[config.mk]
export PLATFORM = sky130hd
export DESIGN_NAME = bitmix_unit
export DESIGN_NICKNAME = d
export VERILOG_FILES = /design/src/rtl/bitmix_pkg.sv /design/src/rtl/tern_lut_unit.sv /design/src/rtl/xor_permute_unit.sv /design/src/rtl/bitmix_unit.sv
export SDC_FILE = /design/constraint.sdc
export NUM_CORES = 1
export LEC_CHECK = 0
export BUFFER_PORTS_ARGS = -buffer_cell sky130_fd_sc_hd__buf_4
export CAP_MARGIN = 15
export CORE_MARGIN = 2
export CORE_UTILIZATION = 55
export DETAILED_ROUTE_END_ITERATION = 16
export PLACE_DENSITY = 0.91
export SLEW_MARGIN = 20
export SYNTH_ARGS = -nofsm -noshare
export SYNTH_HDL_FRONTEND = slang
export SYNTH_SLANG_ARGS = --single-unit
[constraint.sdc]
create_clock -name vclk -period 4.6
set_clock_uncertainty 0.1 [all_clocks]
set_input_delay 0.92 -clock vclk [all_inputs]
set_output_delay 0.92 -clock vclk [all_outputs]
set_load 0.01 [all_outputs]
[src/rtl/bitmix_pkg.sv]
package bitmix_pkg;
  localparam int unsigned XLEN  = 64;
  localparam int unsigned TBL_W = 8;
  localparam int unsigned OP_W  = 2;

  typedef enum logic [OP_W-1:0] {
    OP_TERN = 2'd0,
    OP_PERM = 2'd1
  } bitmix_op_e;
endpackage

[src/rtl/tern_lut_unit.sv]
module tern_lut_unit #(
  parameter int unsigned W = 64
) (
  input  logic [W-1:0] a_i,
  input  logic [W-1:0] b_i,
  input  logic [W-1:0] c_i,
  input  logic [7:0]   tbl_i,
  output logic [W-1:0] y_o
);
  for (genvar i = 0; i < W; i++) begin : g_bit
    logic [2:0] idx;
    assign idx    = {c_i[i], a_i[i], b_i[i]};
    assign y_o[i] = tbl_i[idx];
  end
endmodule

[src/rtl/xor_permute_unit.sv]
module xor_permute_unit #(
  parameter int unsigned W = 64
) (
  input  logic [W-1:0]         a_i,
  input  logic [$clog2(W)-1:0] ctl_i,
  input  logic                 half_i,
  output logic [W-1:0]         y_o
);
  localparam int unsigned IDX_W  = $clog2(W);
  localparam int unsigned HALF   = W / 2;
  localparam int unsigned HIDX_W = IDX_W - 1;

  logic [W-1:0]    full_y;
  logic [HALF-1:0] half_y;

  for (genvar i = 0; i < W; i++) begin : g_full
    localparam logic [IDX_W-1:0] POS = IDX_W'(i);
    logic [IDX_W-1:0] src;
    assign src       = POS ^ ctl_i;
    assign full_y[i] = a_i[src];
  end

  for (genvar i = 0; i < HALF; i++) begin : g_half
    localparam logic [HIDX_W-1:0] POS = HIDX_W'(i);
    logic [HIDX_W-1:0] src;
    assign src       = POS ^ ctl_i[HIDX_W-1:0];
    assign half_y[i] = a_i[src];
  end

  // 32-bit mode: zero-extend the low-half permutation
  assign y_o = half_i ? {{(W-HALF){1'b0}}, half_y} : full_y;
endmodule

[src/rtl/bitmix_unit.sv]
module bitmix_unit
  import bitmix_pkg::*;
(
  input  logic [XLEN-1:0]  src_a_i,
  input  logic [XLEN-1:0]  src_b_i,
  input  logic [XLEN-1:0]  src_c_i,
  input  logic [TBL_W-1:0] tbl_i,
  input  logic             w32_i,
  input  logic [OP_W-1:0]  op_i,
  output logic [XLEN-1:0]  res_o,
  output logic             vld_o
);
  localparam int unsigned IDX_W = $clog2(XLEN);

  logic [XLEN-1:0] tern_y;
  logic [XLEN-1:0] perm_y;

  tern_lut_unit #(.W(XLEN)) i_tern (
    .a_i  (src_a_i),
    .b_i  (src_b_i),
    .c_i  (src_c_i),
    .tbl_i(tbl_i),
    .y_o  (tern_y)
  );

  xor_permute_unit #(.W(XLEN)) i_perm (
    .a_i   (src_a_i),
    .ctl_i (src_b_i[IDX_W-1:0]),
    .half_i(w32_i),
    .y_o   (perm_y)
  );

  always_comb begin
    res_o = '0;
    vld_o = 1'b0;
    case (op_i)
      OP_TERN: begin res_o = tern_y; vld_o = 1'b1; end
      OP_PERM: begin res_o = perm_y; vld_o = 1'b1; end
      default: ;
    endcase
  end
endmodule

==> results of run 1 <==
[power groups by stage]
stage	combinational, mW	sequential, mW	clock, mW
after floorplan	0.857	0	0
final	1.42	0	0
after global routing	1.47	0	0
after global placement	1.33	0	0
after CTS	1.38	0	0
after detailed placement	1.38	0	0
[area by class of cell]
type	count	area (µm²)	area share
Timing Repair Buffer	287	2220	0.210
Inverter	3	11.3	0.00107
Multi-Input combinational cell	527	8090	0.767
Tap cell	188	235	0.0223
[metal layers]
layer,vias up,global-route usage,routed length [µm],part of all wire
met2,1085,0.622,15400,0.46
met3,215,0.113,5520,0.16
met1,4244,0.530,10300,0.31
li1,3302,-,-,-
met5,-,0,0,0
met4,0,0.187,2400,0.071
[cell usage after synthesis]
cell,instances,area [µm²]
nand2b_1,1,6.26
o211ai_1,8,60.1
clkbuf_1,85,319
buf_4,2,15.0
mux4_2,242,5450
mux4_1,14,368
clkinv_1,1,3.75
a211oi_1,1,7.51
nand4bb_1,1,11.3
o221ai_1,56,490
a21o_1,1,7.51
buf_8,1,15.0
mux2_2,64,721
a21oi_1,1,5.00
buf_2,17,85.1
nand3_1,8,40.0
a22oi_1,8,60.1
mux2i_1,62,621
buf_6,1,11.3
nand2_1,56,210
or3_1,1,6.26
nor3b_1,1,7.51
buf_1,7,26.3
inv_1,2,7.51
buf_12,1,20.0
nor2_1,2,7.51
[cells by family after synthesis]
| logic type | Yosys count |
|---|---|
| AOI/OAI and AO/OA | 75 |
| buffers and inverters | 117 |
| muxes | 382 |
| and+or+nand+nor | 70 |
[critical path, cell delays in order]
cell,delay (ps)
buf_4,190
buf_12,210
mux4_1,660
mux4_2,530
mux2i_1,370
o221ai_1,270
buf_4,220
[per-stage QoR]
| stage | cell area (µm²) | utilization |
|---|---|---|
| 2_1_floorplan | 8580 | - |
| 3_3_place_gp | 10600 | 0.694 |
| 3_5_place_dp | 10600 | 0.694 |
| 4_1_cts | 10600 | 0.694 |
| 5_1_grt | 10600 | 0.694 |
| 6_report | 10600 | 0.694 |
[path summary, 6_finish.rpt]
| kind | from | endpoint | slack [ps] | cells past startpoint |
|---|---|---|---|---|
| min | op_i[1] | vld_o | 2020 | 3 |
| max | src_b_i[1] | res_o[36] | 200 | 7 |
==> metrics.md, run 1 <==
| Metric | Value |
|---|---|
| Outcome | finished, final reports clean |
| Final Net Count | 1022 |
| # IOs | between 200 and 300 |
| Endpoint class of the critical path | output pin |
| Post-Synth Adder-Cell Area | 0 |
| Max-slew violations | 0 |
| Startpoint class of the critical path | input port |
| Commonest non-fill, non-tap cell in the layout | buf_4 |
| Worst-Margin Slew | ~730 ps |
| Post-CTS Setup Bufs | 0 |
| Switching Power | 0.683 mW |
| WP data required | around 3600 ps |
| Rel. slew slack | 0.511 |
| Setup_tns | 0 ps |
| Pwr Density | between 100 and 150 nW/µm² |
| Yosys warns | 0 |
| Comb pwr share | 1.000 |
| RSZ-0062 raised after global routing | false |
| Xor and xnor fraction of the mapped netlist area | 0 |
| Final setup violating endpoints | 0 |
| Final worst path period share | 0.956 |
| P_leak | around 4.0 nW |
| Sequential cell count | 0 |
| Sequential standard cell area | 0 µm² |
| Pre-CTS WS | approximately 320 ps |
| Syn Nets | ~850 |
| Cell variety after synth | 26 |
| Hold slack | between 2000 and 2500 ps |
| Largest family of logic cells by synthesized area | multiplexers |
| HPWL Detailed | ~25000 µm |
| Clock network fraction of total power | 0 |
| P&R area growth vs syn | 23.0% |
| Syn_area_per_cell | 13.3 µm² |
| Pin count of the biggest net entering global routing | 65 |
| # diodes | 0 |
| Vias in the first global route | 8588 |
| # DRC | 0 |
| Max Freq | between 200 and 250 MHz |
| Final WS setup | about 200 ps |
| Wire length per cell | ~33 µm |
| Final wirelength | ~34000 µm |
| Ratio of cells with drive above 1 in the final layout | 0.729 |
| Min Tclk post-route | roughly 4400 ps |
| Simple-gate share of the synthesized area | 0.0337 |
| Area fraction in compound gates after synthesis | 0.0735 |
| Part of the power in registers | 0 |
| CORE AREA | about 15000 µm² |
| Initial antenna violation count | 0 |
| Worst min-delay path class | input port to output pin |
| First-pass DRT Iterations | 5 |
| Cell area after synthesis | 8580 µm² |
| Final hold violations | 0 |
| Crit path DAT | 3380 ps |
| Port Buf Inserts | 268 |
| Global-route wire length before repair | between 50000 and 60000 µm |
| Peak VDD IR | around 0.00014 V |
| FP Rows | between 40 and 50 |
| Sequential share of the synthesized area | 0 |
| Internal Pwr Total | about 0.74 mW |
| Worst Path Max Fanout | 22 |
| Via density per instance | 8.80 |
| Placed cell count | around 1000 |
| Most frequent cells in the layout | 282 x buf_4, 242 x mux4_2, 64 x mux2_2 |
| Max_cap viols | 0 |
| GRT overflow | 0 |
| Initial core utilization | 0.565 |
| CTS Hold Bufs | 0 |
| DRT antenna net count | 0 |
| GPL Wtd Cong | 0.985 |
| Non-filler cells, final | between 1000 and 1500 |
| Filler Cells Inserted | roughly 1100 |
| Mux contribution to synthesized area | 0.834 |
| Final Power | 1.42 mW |
| Die H | roughly 130 µm |
| All-Layer GR Usage | 0.401 |
| Mapped Cells | between 600 and 700 |
| Routed via count | 8846 |
| Number of DRC markers in iteration 0 | roughly 1700 |
| WS Path Type | input port to output pin |
| Die Wd | 129 µm |
| Clock buffers | 0 |
| Die Area | approximately 17000 µm² |
| Sw frac | 0.480 |
| CTS resizes | 0 |
Note: power is estimated with default switching activity, not from simulation.
==> run 2, diff against run 1 <==
Settings changed: CORE_UTILIZATION 55 to 35, PLACE_DENSITY 0.91 to 0.64.
==> run 2 against run 1 <==
Worst hold slack got worse by 6.9 ps. Die area rose by 55%. Non-clock buffer count rose by 1. Sequential share of layout area did not move. Core utilization fell by 25 points. Routed wire length rose by 6.4%. Combinational power barely moved. Count of clock-buffer cells in the layout did not move.
==> metrics.md, run 2 (synthesized netlist as in run 1, its figures left out) <==
| Metric | Value |
|---|---|
| Placed Area | about 11000 µm² |
| GRT overflow | 0 |
| Wire length per cell | 31.4 µm |
| DRT antenna net count | 0 |
| Placed cell count | between 1000 and 1500 |
| # DRC | 0 |
| Worst min-delay path class | input port to output pin |
| Buf+Inv Stages, Crit Path | 3 |
| First-pass DRT Iterations | 7 |
| All-Layer GR Usage | 0.267 |
| CP cell instances | buf_4 -> buf_12 -> mux4_1 -> mux4_2 -> mux2i_1 -> o221ai_1 -> buf_4 |
| Final core occ | 0.446 |
| Rel. slew slack | 0.480 |
| CP top delay family | multiplexers |
| Global-route wire length before repair | about 52000 µm |
| Sequential standard cell area | 0 µm² |
| Initial core utilization | 0.355 |
| Worst-Margin Slew | between 700 and 800 ps |
| Max_cap viols | 0 |
| Pin count of the biggest net entering global routing | 65 |
| HPWL Detailed | ~27000 µm |
| Pwr Density | ~130 nW/µm² |
| P&R area growth vs syn | 25.6% |
| Final Net Count | around 1000 |
| Filler Cells Inserted | 2225 |
| Most frequent cells in the layout | 279 x buf_4, 242 x mux4_2, 64 x mux2_2 |
| Final WS setup | around 240 ps |
| CORE AREA | ~24000 µm² |
| Vias in the first global route | between 8000 and 9000 |
| Final Power | approximately 1.4 mW |
| Initial antenna violation count | 0 |
| Max Freq | between 200 and 250 MHz |
| # IOs | 268 |
| Final wirelength | around 36000 µm |
| Endpoint class of the critical path | output pin |
| Critical path's most frequent cell | buf_4 |
| Via density per instance | 7.25 |
| Peak VDD IR | approximately 0.000094 V |
| Die Area | 25800 µm² |
| Worst stage delay on the critical path | approximately 650 ps |
| Sequential cell count | 0 |
| Slowest cell on crit path | mux4_1 |
| P_leak | around 4.0 nW |
| Die Wd | approximately 160 µm |
| Final worst path period share | 0.947 |
| Fin area | 10800 µm² |
| Hold slack | roughly 2000 ps |
| Worst Path Max Fanout | 30 |
| Final hold violations | 0 |
| Final setup violating endpoints | 0 |
| Crit path DAT | between 3000 and 4000 ps |
| Port Buf Inserts | approximately 270 |
| Number of DRC markers in iteration 0 | between 1000 and 1500 |
| Post-CTS Setup Bufs | 0 |
| Max-slew violations | 0 |
| CTS Hold Bufs | 0 |
| Pre-CTS WS | 249 ps |
| Min Tclk post-route | approximately 4400 ps |
| Non-filler cells, final | about 1100 |
| Commonest non-fill, non-tap cell in the layout | buf_4 |
| FP Rows | 57 |
| Ratio of cells with drive above 1 in the final layout | 0.729 |
| Routed via count | between 8000 and 9000 |
| Outcome | finished, final reports clean |
| # diodes | 0 |
| WS Path Type | input port to output pin |
| Setup_tns | 0 ps |
| CTS resizes | 0 |
| GPL Wtd Cong | between 0.9 and 1 |
| WP data required | 3580 ps |
| Startpoint class of the critical path | input port |
| RSZ-0062 raised after global routing | false |
| Clock buffers | 0 |
| Die H | between 150 and 200 µm |
## run 2: path summary, 6_finish.rpt
check / slack [ps] / endpoint / startpoint / depth (start not counted)
worst max-delay path: 240 / res_o[21] / src_b_i[1] / 7
worst min-delay path: 2020 / vld_o / op_i[1] / 3
## run 2: power breakdown
group          leakage (nW)  switching, mW  internal (mW)
clock network             0              0              0
logic                  4.02          0.673          0.742
registers                 0              0              0
## run 2: cell type report
class | instances | area [µm²] | share of cell area
Timing Repair Buffer | 288 | 2270 | 0.211
Tap cell | 324 | 405 | 0.0376
Inverter | 3 | 11.3 | 0.00104
Multi-Input combinational cell | 527 | 8090 | 0.750
## run 2: per-layer routing
| layer | wire [µm] | global-route usage |
|---|---|---|
| met4 | 957 | 0.0541 |
| met1 | 13500 | 0.369 |
| met2 | 17600 | 0.441 |
| met3 | 3740 | 0.0553 |
| met5 | 0 | 0 |
==> run 3, diff against run 2 <==
==> constraint.sdc (replaced) <==
create_clock -name vclk -period 4.6
set_clock_uncertainty 0.1 [all_clocks]
set_input_delay 0.92 -clock vclk [all_inputs]
set_output_delay 0.92 -clock vclk [all_outputs]
set_load 0.02 [all_outputs]
==> run 3 against run 2 <==
Combinational power rose by 4%. Core utilization rose by 0.062 points. Flip-flop and latch count did not move. Worst hold slack improved by 14 ps. First-iteration DRC count fell by 2.0%. Via count barely moved. Critical path depth did not move. Cell count rose by 0.18%.
==> metrics.md, run 3 (synthesized netlist as in run 1, its figures left out) <==
| Metric | Value |
|---|---|
| Final Net Count | ~1000 |
| FP Rows | 57 |
| Commonest non-fill, non-tap cell in the layout | buf_4 |
| Worst-Margin Slew | about 750 ps |
| Worst Path Max Fanout | 17 |
| CTS resizes | 0 |
| Max_cap viols | 0 |
| Endpoint class of the critical path | output pin |
| Clock network fraction of total power | 0 |
| Final worst path period share | 0.955 |
| Via density per instance | 7.24 |
| Global-route wire length before repair | ~53000 µm |
| Sequential cell count | 0 |
| # diodes | 0 |
| GPL Wtd Cong | 0.914 |
| Worst min-delay path class | input port to output pin |
| Pwr Density | approximately 140 nW/µm² |
| Outcome | finished, final reports clean |
| WP data required | 3580 ps |
| Final WS setup | around 210 ps |
| Ratio of cells with drive above 1 in the final layout | 0.729 |
| GRT overflow | 0 |
| Max Freq | around 230 MHz |
| P_leak | around 4.0 nW |
| # DRC | 0 |
| Die Wd | 161 µm |
| All-Layer GR Usage | 0.270 |
| Comb pwr share | 1.000 |
| CORE AREA | between 20000 and 25000 µm² |
| CP cell instances | buf_4 -> buf_12 -> mux4_1 -> mux4_1 -> mux2i_1 -> o221ai_1 -> buf_4 |
| Initial antenna violation count | 0 |
| Final hold violations | 0 |
| Initial core utilization | 0.355 |
| First-pass DRT Iterations | 5 |
| Port Buf Inserts | 268 |
| Final wirelength | about 36000 µm |
| Slowest cell on crit path | mux4_1 |
| Min-delay src | op_i[1] |
| Setup_tns | 0 ps |
| CTS Hold Bufs | 0 |
| Routed via count | roughly 8300 |
| Die H | 161 µm |
| P&R area growth vs syn | 25.8% |
| Final Power | 1.47 mW |
| Number of DRC markers in iteration 0 | roughly 1000 |
| HPWL Detailed | around 27000 µm |
| # IOs | 268 |
| Startpoint class of the critical path | input port |
| DRT antenna net count | 0 |
| Final core occ | 0.447 |
| Crit path DAT | 3370 ps |
| Max-slew violations | 0 |
| Post-CTS Setup Bufs | 0 |
| Worst stage delay on the critical path | 630 ps |
| Endpoint, Worst Hold | vld_o |
| Clock buffers | 0 |
| Part of the power in registers | 0 |
| Min Tclk post-route | 4390 ps |
| Pre-CTS WS | approximately 240 ps |
| Final setup violating endpoints | 0 |
| Filler Cells Inserted | about 2200 |
| Sequential standard cell area | 0 µm² |
| Most frequent cells in the layout | 281 x buf_4, 242 x mux4_2, 64 x mux2_2 |
| Pin count of the biggest net entering global routing | between 60 and 70 |
| Rel. slew slack | 0.502 |
| Hold Crit Depth | 3 |
| Sw frac | 0.492 |
| Die Area | about 26000 µm² |
| RSZ-0062 raised after global routing | false |
| WS Path Type | input port to output pin |
| Peak VDD IR | around 0.00009 V |
| Vias in the first global route | about 8000 |
| Wire length per cell | about 31 µm |
| Switching Power | ~0.72 mW |
| Internal Pwr Total | between 0.7 and 0.8 mW |
[run 3: changes by cell type in the layout (fill, tap and decap cells not counted)]
cell   change
buf_4      +2
[run 3: power by group through the flow]
stage	clock, mW	sequential (mW)	combinational (mW)
after floorplan	0	0	0.905
after global placement	0	0	1.43
after detailed placement	0	0	1.45
after CTS	0	0	1.46
after global routing	0	0	1.54
final	0	0	1.47
[run 3: metal layers]
metal	track usage	wire, µm	vias up
li1	-	-	3305
met1	0.371	13600	4334
met2	0.440	17200	586
met3	0.0548	3810	60
met4	0.0667	1160	0
met5	0	0	-
[run 3: final cells by class]
| cell class | count | area, µm² | share of cell area |
|---|---|---|---|
| tap | 324 | 405 | 0.0375 |
| inverter | 3 | 11.3 | 0.00104 |
| multi-input combinational | 527 | 8090 | 0.749 |
| timing repair buffer | 290 | 2290 | 0.212 |
[run 3: worst max path at each step]
stage / from / end / slack, ps / cells after the start
2_1_floorplan: src_b_i[1] / res_o[16] / 830 / 5
3_5_place_dp: src_b_i[1] / res_o[16] / 240 / 7
4_1_cts: src_b_i[1] / res_o[16] / 230 / 7
3_3_place_gp: src_b_i[1] / res_o[16] / 280 / 7
6_report: src_b_i[1] / res_o[16] / 210 / 7
5_1_grt: src_b_i[1] / res_o[16] / 160 / 7
[run 3: critical path, delay by kind of cell]
kind,cells,cell delay [ps]
buf+inv,3,640
compound gates,1,200
mux,3,1610
[run 3: metrics by stage]
| step | std cells | hold slack (ps) | instance area, µm² |
|---|---|---|---|
| after global routing | 1144 | 2050 | 10800 |
| after global placement | 1144 | 2030 | 10800 |
| after CTS | 1144 | 2030 | 10800 |
| after detailed placement | 1144 | 2030 | 10800 |
| after floorplan | 644 | 1820 | 8580 |
| final | 1144 | 2030 | 10800 |
